### config.mk
export PLATFORM = sky130hd
export DESIGN_NAME = mfp_pin_ctrl
export DESIGN_NICKNAME = d
export VERILOG_FILES = /design/src/rtl/mfp_pkg.sv /design/src/rtl/mfp_sync.sv /design/src/rtl/mfp_seq_gate.sv /design/src/rtl/mfp_out_ctl.sv /design/src/rtl/mfp_vsel_dec.sv /design/src/rtl/mfp_pin_ctrl.sv
export SDC_FILE = /design/constraint.sdc
export NUM_CORES = 1
export LEC_CHECK = 0
export CAP_MARGIN = 20
export CORE_ASPECT_RATIO = 0.7
export CORE_MARGIN = 2
export CORE_UTILIZATION = 55
export DETAILED_ROUTE_END_ITERATION = 6
export GPL_ROUTABILITY_DRIVEN = 0
export PLACE_DENSITY = 0.91
export SYNTH_ARGS = -nofsm -noshare
export SYNTH_HDL_FRONTEND = slang
export SYNTH_SLANG_ARGS = --single-unit
### constraint.sdc
create_clock -name clk_i -period 3.7 [get_ports clk_i]
set_clock_uncertainty 0.1 [all_clocks]
set_input_delay 1.11 -clock clk_i [delete_from_list [all_inputs] [get_ports clk_i]]
set_output_delay 1.11 -clock clk_i [all_outputs]
set_load 0.05 [all_outputs]
### src/rtl/mfp_pkg.sv
`timescale 1ns/1ps
package mfp_pkg;
  typedef enum logic [1:0] {
    PIN_LOW  = 2'b00,
    PIN_OPEN = 2'b01,
    PIN_HIGH = 2'b10,
    PIN_BAD  = 2'b11
  } pin_code_e;

  typedef enum logic [1:0] {
    VS_REG    = 2'd0,
    VS_FIX_LO = 2'd1,
    VS_FIX_HI = 2'd2
  } vsel_code_e;
endpackage

### src/rtl/mfp_sync.sv
`timescale 1ns/1ps
module mfp_sync #(
  parameter int W = 1
) (
  input  logic         clk_i,
  input  logic         rst_ni,
  input  logic [W-1:0] d_i,
  output logic [W-1:0] q_o
);
  logic [W-1:0] s1_q, s2_q;

  always_ff @(posedge clk_i or negedge rst_ni) begin
    if (!rst_ni) begin
      s1_q <= '0;
      s2_q <= '0;
    end else begin
      s1_q <= d_i;
      s2_q <= s1_q;
    end
  end

  assign q_o = s2_q;
endmodule

### src/rtl/mfp_seq_gate.sv
`timescale 1ns/1ps
module mfp_seq_gate #(
  parameter int CLK_HZ     = 50_000_000,
  parameter int TIMEOUT_MS = 80
) (
  input  logic clk_i,
  input  logic rst_ni,
  input  logic en_i,
  input  logic seq_active_i,
  input  logic at_slot_i,
  input  logic level_i,
  input  logic on_pol_i,
  input  logic abort_i,
  input  logic clr_i,
  output logic hold_o,
  output logic timeout_o,
  output logic init_req_o
);
  localparam int PRESC   = (CLK_HZ / 1000 < 2) ? 2 : CLK_HZ / 1000;
  localparam int PRESC_W = $clog2(PRESC);
  localparam int MS_N    = (TIMEOUT_MS < 1) ? 1 : TIMEOUT_MS;
  localparam int MS_W    = (MS_N < 2) ? 1 : $clog2(MS_N);
  localparam logic [PRESC_W-1:0] PRESC_LAST = PRESC_W'(PRESC - 1);
  localparam logic [MS_W-1:0]    MS_LAST    = MS_W'(MS_N - 1);

  logic [PRESC_W-1:0] presc_q;
  logic [MS_W-1:0]    ms_q;
  logic fired_q, timeout_q, init_q;
  logic wait_c, match_c, count_c, fire_c;

  assign wait_c  = en_i & seq_active_i & at_slot_i;
  assign match_c = (level_i == on_pol_i);
  assign hold_o  = wait_c & ~match_c;
  assign count_c = hold_o & ~fired_q & ~abort_i;
  assign fire_c  = count_c & (presc_q == PRESC_LAST) & (ms_q == MS_LAST);

  // window counter: restarts whenever the wait drops or is aborted
  always_ff @(posedge clk_i or negedge rst_ni) begin
    if (!rst_ni) begin
      presc_q <= '0;
      ms_q    <= '0;
      fired_q <= 1'b0;
    end else if (!wait_c || abort_i) begin
      presc_q <= '0;
      ms_q    <= '0;
      fired_q <= 1'b0;
    end else if (count_c) begin
      if (presc_q == PRESC_LAST) begin
        presc_q <= '0;
        if (ms_q == MS_LAST) fired_q <= 1'b1;
        else                 ms_q    <= ms_q + 1'b1;
      end else begin
        presc_q <= presc_q + 1'b1;
      end
    end
  end

  always_ff @(posedge clk_i or negedge rst_ni) begin
    if (!rst_ni) begin
      timeout_q <= 1'b0;
      init_q    <= 1'b0;
    end else begin
      init_q <= fire_c;
      if (fire_c)     timeout_q <= 1'b1;
      else if (clr_i) timeout_q <= 1'b0;
    end
  end

  assign timeout_o  = timeout_q;
  assign init_req_o = init_q;

  p_sticky_r6: assert property (@(posedge clk_i) disable iff (!rst_ni)
    timeout_q && !clr_i |=> timeout_q);
  p_init_pulse_r4: assert property (@(posedge clk_i) disable iff (!rst_ni)
    init_q |=> !init_q);
  p_fire_in_wait_r4: assert property (@(posedge clk_i) disable iff (!rst_ni)
    $rose(timeout_q) |-> $past(hold_o) && !$past(abort_i));
  p_abort_clears_r5: assert property (@(posedge clk_i) disable iff (!rst_ni)
    abort_i |=> !init_q);
endmodule

### src/rtl/mfp_out_ctl.sv
`timescale 1ns/1ps
module mfp_out_ctl (
  input  logic clk_i,
  input  logic rst_ni,
  input  logic en_i,
  input  logic src_seq_i,
  input  logic gpio_en_i,
  input  logic seq_active_i,
  input  logic at_slot_i,
  input  logic abort_i,
  output logic pin_out_o
);
  logic seq_q;
  logic seq_mode_c;

  assign seq_mode_c = en_i & src_seq_i;

  always_ff @(posedge clk_i or negedge rst_ni) begin
    if (!rst_ni)                     seq_q <= 1'b0;
    else if (!seq_mode_c || abort_i) seq_q <= 1'b0;
    else if (seq_active_i && at_slot_i) seq_q <= 1'b1;
  end

  assign pin_out_o = en_i & (src_seq_i ? seq_q : gpio_en_i);

  p_seq_latch_r8: assert property (@(posedge clk_i) disable iff (!rst_ni)
    seq_mode_c && !abort_i && seq_q |=> seq_q);
  p_seq_abort_r8: assert property (@(posedge clk_i) disable iff (!rst_ni)
    abort_i |=> !seq_q);
endmodule

### src/rtl/mfp_vsel_dec.sv
`timescale 1ns/1ps
module mfp_vsel_dec
  import mfp_pkg::*;
#(
  parameter int MV_W      = 11,
  parameter int R1_LO_MV  = 750,
  parameter int R1_HI_MV  = 1100,
  parameter int R3_LO_MV  = 1100,
  parameter int R3_HI_MV  = 1200
) (
  input  logic            clk_i,
  input  logic            rst_ni,
  input  logic            en_i,
  input  logic            rail_i,
  input  logic [1:0]      pin_code_i,
  output logic            rail_o,
  output logic [1:0]      code_o,
  output logic [MV_W-1:0] mv_o
);
  localparam logic [MV_W-1:0] MV_R1_LO = MV_W'(R1_LO_MV);
  localparam logic [MV_W-1:0] MV_R1_HI = MV_W'(R1_HI_MV);
  localparam logic [MV_W-1:0] MV_R3_LO = MV_W'(R3_LO_MV);
  localparam logic [MV_W-1:0] MV_R3_HI = MV_W'(R3_HI_MV);

  pin_code_e       pin_c;
  vsel_code_e      code_c, code_q;
  logic [MV_W-1:0] mv_c, mv_q;
  logic            rail_q;

  assign pin_c = pin_code_e'(pin_code_i);

  always_comb begin
    code_c = VS_REG;
    mv_c   = '0;
    if (en_i) begin
      unique case (pin_c)
        PIN_LOW:  code_c = VS_REG;
        PIN_HIGH: code_c = VS_FIX_HI;
        default:  code_c = VS_FIX_LO; // open and the invalid code
      endcase
      case (code_c)
        VS_FIX_LO: mv_c = rail_i ? MV_R3_LO : MV_R1_LO;
        VS_FIX_HI: mv_c = rail_i ? MV_R3_HI : MV_R1_HI;
        default:   mv_c = '0;
      endcase
    end
  end

  always_ff @(posedge clk_i or negedge rst_ni) begin
    if (!rst_ni) begin
      code_q <= VS_REG;
      mv_q   <= '0;
      rail_q <= 1'b0;
    end else begin
      code_q <= code_c;
      mv_q   <= mv_c;
      rail_q <= en_i & rail_i;
    end
  end

  assign rail_o = rail_q;
  assign code_o = code_q;
  assign mv_o   = mv_q;

  p_rail1_high_r9: assert property (@(posedge clk_i) disable iff (!rst_ni)
    en_i && !rail_i && pin_code_i == 2'b10 |=> code_o == 2'd2 && mv_o == MV_R1_HI);
  p_rail3_open_r10: assert property (@(posedge clk_i) disable iff (!rst_ni)
    en_i && rail_i && pin_code_i == 2'b01 |=> code_o == 2'd1 && mv_o == MV_R3_LO);
  p_low_reg_r9: assert property (@(posedge clk_i) disable iff (!rst_ni)
    pin_code_i == 2'b00 |=> code_o == 2'd0 && mv_o == '0);
endmodule

### src/rtl/mfp_pin_ctrl.sv
`timescale 1ns/1ps
module mfp_pin_ctrl
  import mfp_pkg::*;
#(
  parameter int CLK_HZ     = 50_000_000,
  parameter int TIMEOUT_MS = 80,
  parameter int SLOT_W     = 3,
  parameter int MV_W       = 11
) (
  input  logic              clk_i,
  input  logic              rst_ni,
  input  logic              role_vsel_i,
  input  logic              dir_in_i,
  input  logic              on_pol_i,
  input  logic              out_src_seq_i,
  input  logic              gpio_en_i,
  input  logic [SLOT_W-1:0] assign_slot_i,
  input  logic              seq_active_i,
  input  logic [SLOT_W-1:0] seq_slot_i,
  input  logic              seq_abort_i,
  input  logic              timeout_clr_i,
  input  logic [1:0]        pin_code_i,
  input  logic              rail_sel_i,
  output logic              pin_oe_o,
  output logic              pin_out_o,
  output logic              seq_hold_o,
  output logic              timeout_o,
  output logic              init_req_o,
  output logic              vsel_valid_o,
  output logic              vsel_rail_o,
  output logic [1:0]        vsel_code_o,
  output logic [MV_W-1:0]   vsel_mv_o
);
  logic role_q, cfg_done_q;
  logic gpio_in_c, gpio_out_c, at_slot_c;
  logic level_raw_c, level_s;

  // role is captured once per reset
  always_ff @(posedge clk_i or negedge rst_ni) begin
    if (!rst_ni) begin
      role_q     <= 1'b0;
      cfg_done_q <= 1'b0;
    end else if (!cfg_done_q) begin
      role_q     <= role_vsel_i;
      cfg_done_q <= 1'b1;
    end
  end

  assign gpio_in_c   = ~role_q & dir_in_i;
  assign gpio_out_c  = ~role_q & ~dir_in_i;
  assign at_slot_c   = (seq_slot_i == assign_slot_i);
  assign level_raw_c = (pin_code_e'(pin_code_i) == PIN_HIGH);

  mfp_sync #(.W(1)) u_sync (
    .clk_i (clk_i),
    .rst_ni(rst_ni),
    .d_i   (level_raw_c),
    .q_o   (level_s)
  );

  mfp_seq_gate #(
    .CLK_HZ    (CLK_HZ),
    .TIMEOUT_MS(TIMEOUT_MS)
  ) u_gate (
    .clk_i       (clk_i),
    .rst_ni      (rst_ni),
    .en_i        (gpio_in_c),
    .seq_active_i(seq_active_i),
    .at_slot_i   (at_slot_c),
    .level_i     (level_s),
    .on_pol_i    (on_pol_i),
    .abort_i     (seq_abort_i),
    .clr_i       (timeout_clr_i),
    .hold_o      (seq_hold_o),
    .timeout_o   (timeout_o),
    .init_req_o  (init_req_o)
  );

  mfp_out_ctl u_out (
    .clk_i       (clk_i),
    .rst_ni      (rst_ni),
    .en_i        (gpio_out_c),
    .src_seq_i   (out_src_seq_i),
    .gpio_en_i   (gpio_en_i),
    .seq_active_i(seq_active_i),
    .at_slot_i   (at_slot_c),
    .abort_i     (seq_abort_i),
    .pin_out_o   (pin_out_o)
  );

  mfp_vsel_dec #(.MV_W(MV_W)) u_vsel (
    .clk_i     (clk_i),
    .rst_ni    (rst_ni),
    .en_i      (role_q),
    .rail_i    (rail_sel_i),
    .pin_code_i(pin_code_i),
    .rail_o    (vsel_rail_o),
    .code_o    (vsel_code_o),
    .mv_o      (vsel_mv_o)
  );

  assign pin_oe_o     = gpio_out_c;
  assign vsel_valid_o = role_q;

  p_role_frozen_r1: assert property (@(posedge clk_i) disable iff (!rst_ni)
    cfg_done_q |=> $stable(role_q));
  p_vsel_quiet_r11: assert property (@(posedge clk_i) disable iff (!rst_ni)
    vsel_valid_o |-> !pin_oe_o && !seq_hold_o);
  p_out_only_oe_r2: assert property (@(posedge clk_i) disable iff (!rst_ni)
    pin_out_o |-> pin_oe_o);
endmodule

==> results_dict.tcl <==
set metrics [dict create \
    synth_edf_count 0 \
    synth_top_area_cell "dfrtp_1" \
    place_hpwl_um 2901 \
    routed_wl_um 3937 \
    initial_utilization_pct 56.31 \
    cts-buffers-inserted 5 \
    cts_tree "yes" \
    worstPathRequired_ps 2490 \
    io_buffers 36 \
    synthCells 202 \
    synth_top_area_share_pct 49.97 \
    status "finished, final reports clean" \
    hold_path_class "reg -> reg" \
    core-area_mm2 0.003468 \
    reg2reg_depth 5 \
    p_leak_nw 1.029 \
    slew_violations 0 \
    regArea_um2 975.9 \
    fillers 269 \
    async_flop_share_pct 100.0 \
    place_ws_ps 39.83 \
    min_period_ps 3622 \
    ys_types 43 \
    netlist_area_mm2 0.001953 \
    cts_root_buf "clkbuf_8" \
    ys_seq_area_share_pct 49.97 \
    grt_usage_pct 22.01 \
    hold_start "u_sync.s1_q" \
    ir_worst_vdd_mv 0.4221 \
    grt_pass1_vias 1380 \
    grt_overflow 0 \
    synthTopCellsByArea "dfrtp_1 (50%), nor2_1 (4.6%), xnor2_1 (4.0%), nand3_1 (3.3%), nand2_1 (3.3%)" \
    multiInputGateArea_um2 915.9 \
    io_pins 39 \
    r2r-end "u_gate.ms_q[6]" \
    hold_depth 0 \
    syn_avg_cell_area_um2 9.669 \
    max_freq_ghz 0.2761 \
    detail-route-antenna-nets 0 \
    drive_gt1_share_pct 9.705 \
    critPathLaunchType "primary input" \
    worst_pin_slew_ps 839.3 \
    grt_antenna_before_repair 0 \
    hold_path_end "u_sync.q_o" \
    htree_levels 2 \
    die_h_um 53.86 \
    setup_ws_ps 78.21 \
    maxCapViolCount 0 \
    yosys_most_used_dff "dfrtp_1" \
    synth_seq_cells 39 \
    powerDensity_mw_per_mm2 372.8 \
    hold_viol_final 0 \
    n_antenna_cell 0 \
    die_x_um 75.23 \
    area_growth_pct 27.23 \
    maxSlewHeadroom_pct 44.05 \
    cp_max_fo 2 \
    utilization_pct 71.65 \
    clkTransAtPathRegs_ps 80 \
    cts.path.max_buffers 2 \
    setup_viol 0 \
    fp-row-count 18 \
    grt_pass1_wl_um 6306 \
    grt_max_degree 40 \
    crit_type "in -> out" \
    nNetsFinal 257 \
    final_cell_mix "dfrtp_1 (39), clkdlybuf4s50_1 (28), nor2_1 (24)" \
    ys_warn_count 0 \
    numClockSinks 39 \
    via_per_inst 5.516 \
    vias 1583 \
    setup_tns_ps 0 \
    r2r_setup_slack_ps 1390 \
    cp-end-kind "primary output" \
    finalCritPeriodShare_pct 97.89 \
    layout_commonest_cell "dfrtp_1" \
    clk_latency_ps 300 \
    remaining_drc_errors 0 \
    crit_arrival_ps 2410 \
    reg2reg_from "u_sync.q_o" \
    post_drt_wl_per_cell_um 13.72 \
    dr.first_iter.drc_count 82 \
    die-area_mm2 0.004052 \
    drt_pass1_iterations 4 \
]
[sequential cells by signal (all words and copies together) (netlist names)]
name and cells:
u_vsel.rail_o 1, u_gate.init_req_o 1, u_gate.presc_q 16, u_out.seq_q 1
u_sync.s1_q 1, u_sync.q_o 1, cfg_done_q 1, u_gate.fired_q 1
u_vsel.mv_o 5, u_gate.ms_q 7, u_gate.timeout_o 1, u_vsel.code_o 2
vsel_valid_o 1
[through the flow]
step | instances | hold WS (ps) | total power, mW | instance area, µm²
3_5_place_dp | 279 | 242.5 | 0.5822 | 2362
2_1_floorplan | 203 | 231.2 | 0.5287 | 1972
5_1_grt | 287 | 272.8 | 0.9632 | 2485
6_report | 287 | 258.4 | 0.9264 | 2485
4_1_cts | 287 | 260.0 | 0.9341 | 2475
3_3_place_gp | 279 | 240.5 | 0.5801 | 2362
[logic make-up after synthesis]
family | share of synthesized area [%]
simple gates | 27.10
flops | 49.97
compound gates | 8.712
buf+inv | 4.099
xor+xnor | 5.830
mux | 2.627
fa+ha+maj | 1.281
other cells | 0.3845
[how the worst max path moves through the flow]
stage / startpoint / cells after the start / end / slack, ps
6_report: seq_slot_i[2] / 5 / seq_hold_o / 80
5_1_grt: assign_slot_i[0] / 5 / seq_hold_o / -1
3_3_place_gp: assign_slot_i[0] / 5 / seq_hold_o / 80
2_1_floorplan: out_src_seq_i / 2 / pin_out_o / 230
3_5_place_dp: seq_slot_i[1] / 5 / seq_hold_o / 40
4_1_cts: seq_slot_i[1] / 5 / seq_hold_o / 20
[critical path, cell delays in order]
cell,delay (ps)
clkdlybuf4s50_1,470
xnor2_1,120
nand4_1,210
nor4b_4,330
buf_12,180
[cell type report]
cell class | count | share of cell area, %
multi-input cells | 149 | 36.86
clock inverters | 3 | 1.762
clock buffers | 5 | 2.769
inverters | 4 | 0.6042
well taps | 50 | 2.518
repair buffers | 37 | 16.21
flip-flops and latches | 39 | 39.27
[power breakdown]
group / internal, mW / switching (mW)
Combinational: 0.0493 / 0.0821
Clock: 0.201 / 0.153
Sequential: 0.435 / 0.00676
[Yosys cell counts (2+ instances only)]
| master | number |
|---|---|
| xnor2_1 | 9 |
| inv_1 | 4 |
| buf_4 | 6 |
| o31ai_1 | 3 |
| and3_1 | 4 |
| nor2_1 | 24 |
| a31oi_1 | 2 |
| and2_1 | 3 |
| clkbuf_1 | 4 |
| or3_1 | 7 |
| o21ai_0 | 3 |
| nand4_1 | 4 |
| ha_1 | 2 |
| dfrtp_1 | 39 |
| nor3_1 | 7 |
| nor2b_1 | 3 |
| a21o_1 | 2 |
| o21a_1 | 2 |
| mux2i_1 | 4 |
| nand2_1 | 17 |
| nand3_1 | 13 |
| or2_2 | 3 |
| a21oi_1 | 9 |
| nand3b_1 | 5 |
| xor2_1 | 4 |
| conb_1 | 2 |
[routing by layer]
metal  up-vias  global-route usage (%)  wire [µm]
met4         0                   12.28         82
met2        50                   31.87       1755
met1       754                   29.58       1849
li1        769                       -          -
met5         -                       0          0
met3        10                   6.742        250
[what timing repair did]
item,4_1_cts,5_1_grt
gates resized for setup,0,4
buffers inserted,0,0
hold buffers,0,0
endpoints found under the setup margin,0,1
(Power assumes the default switching activity.)
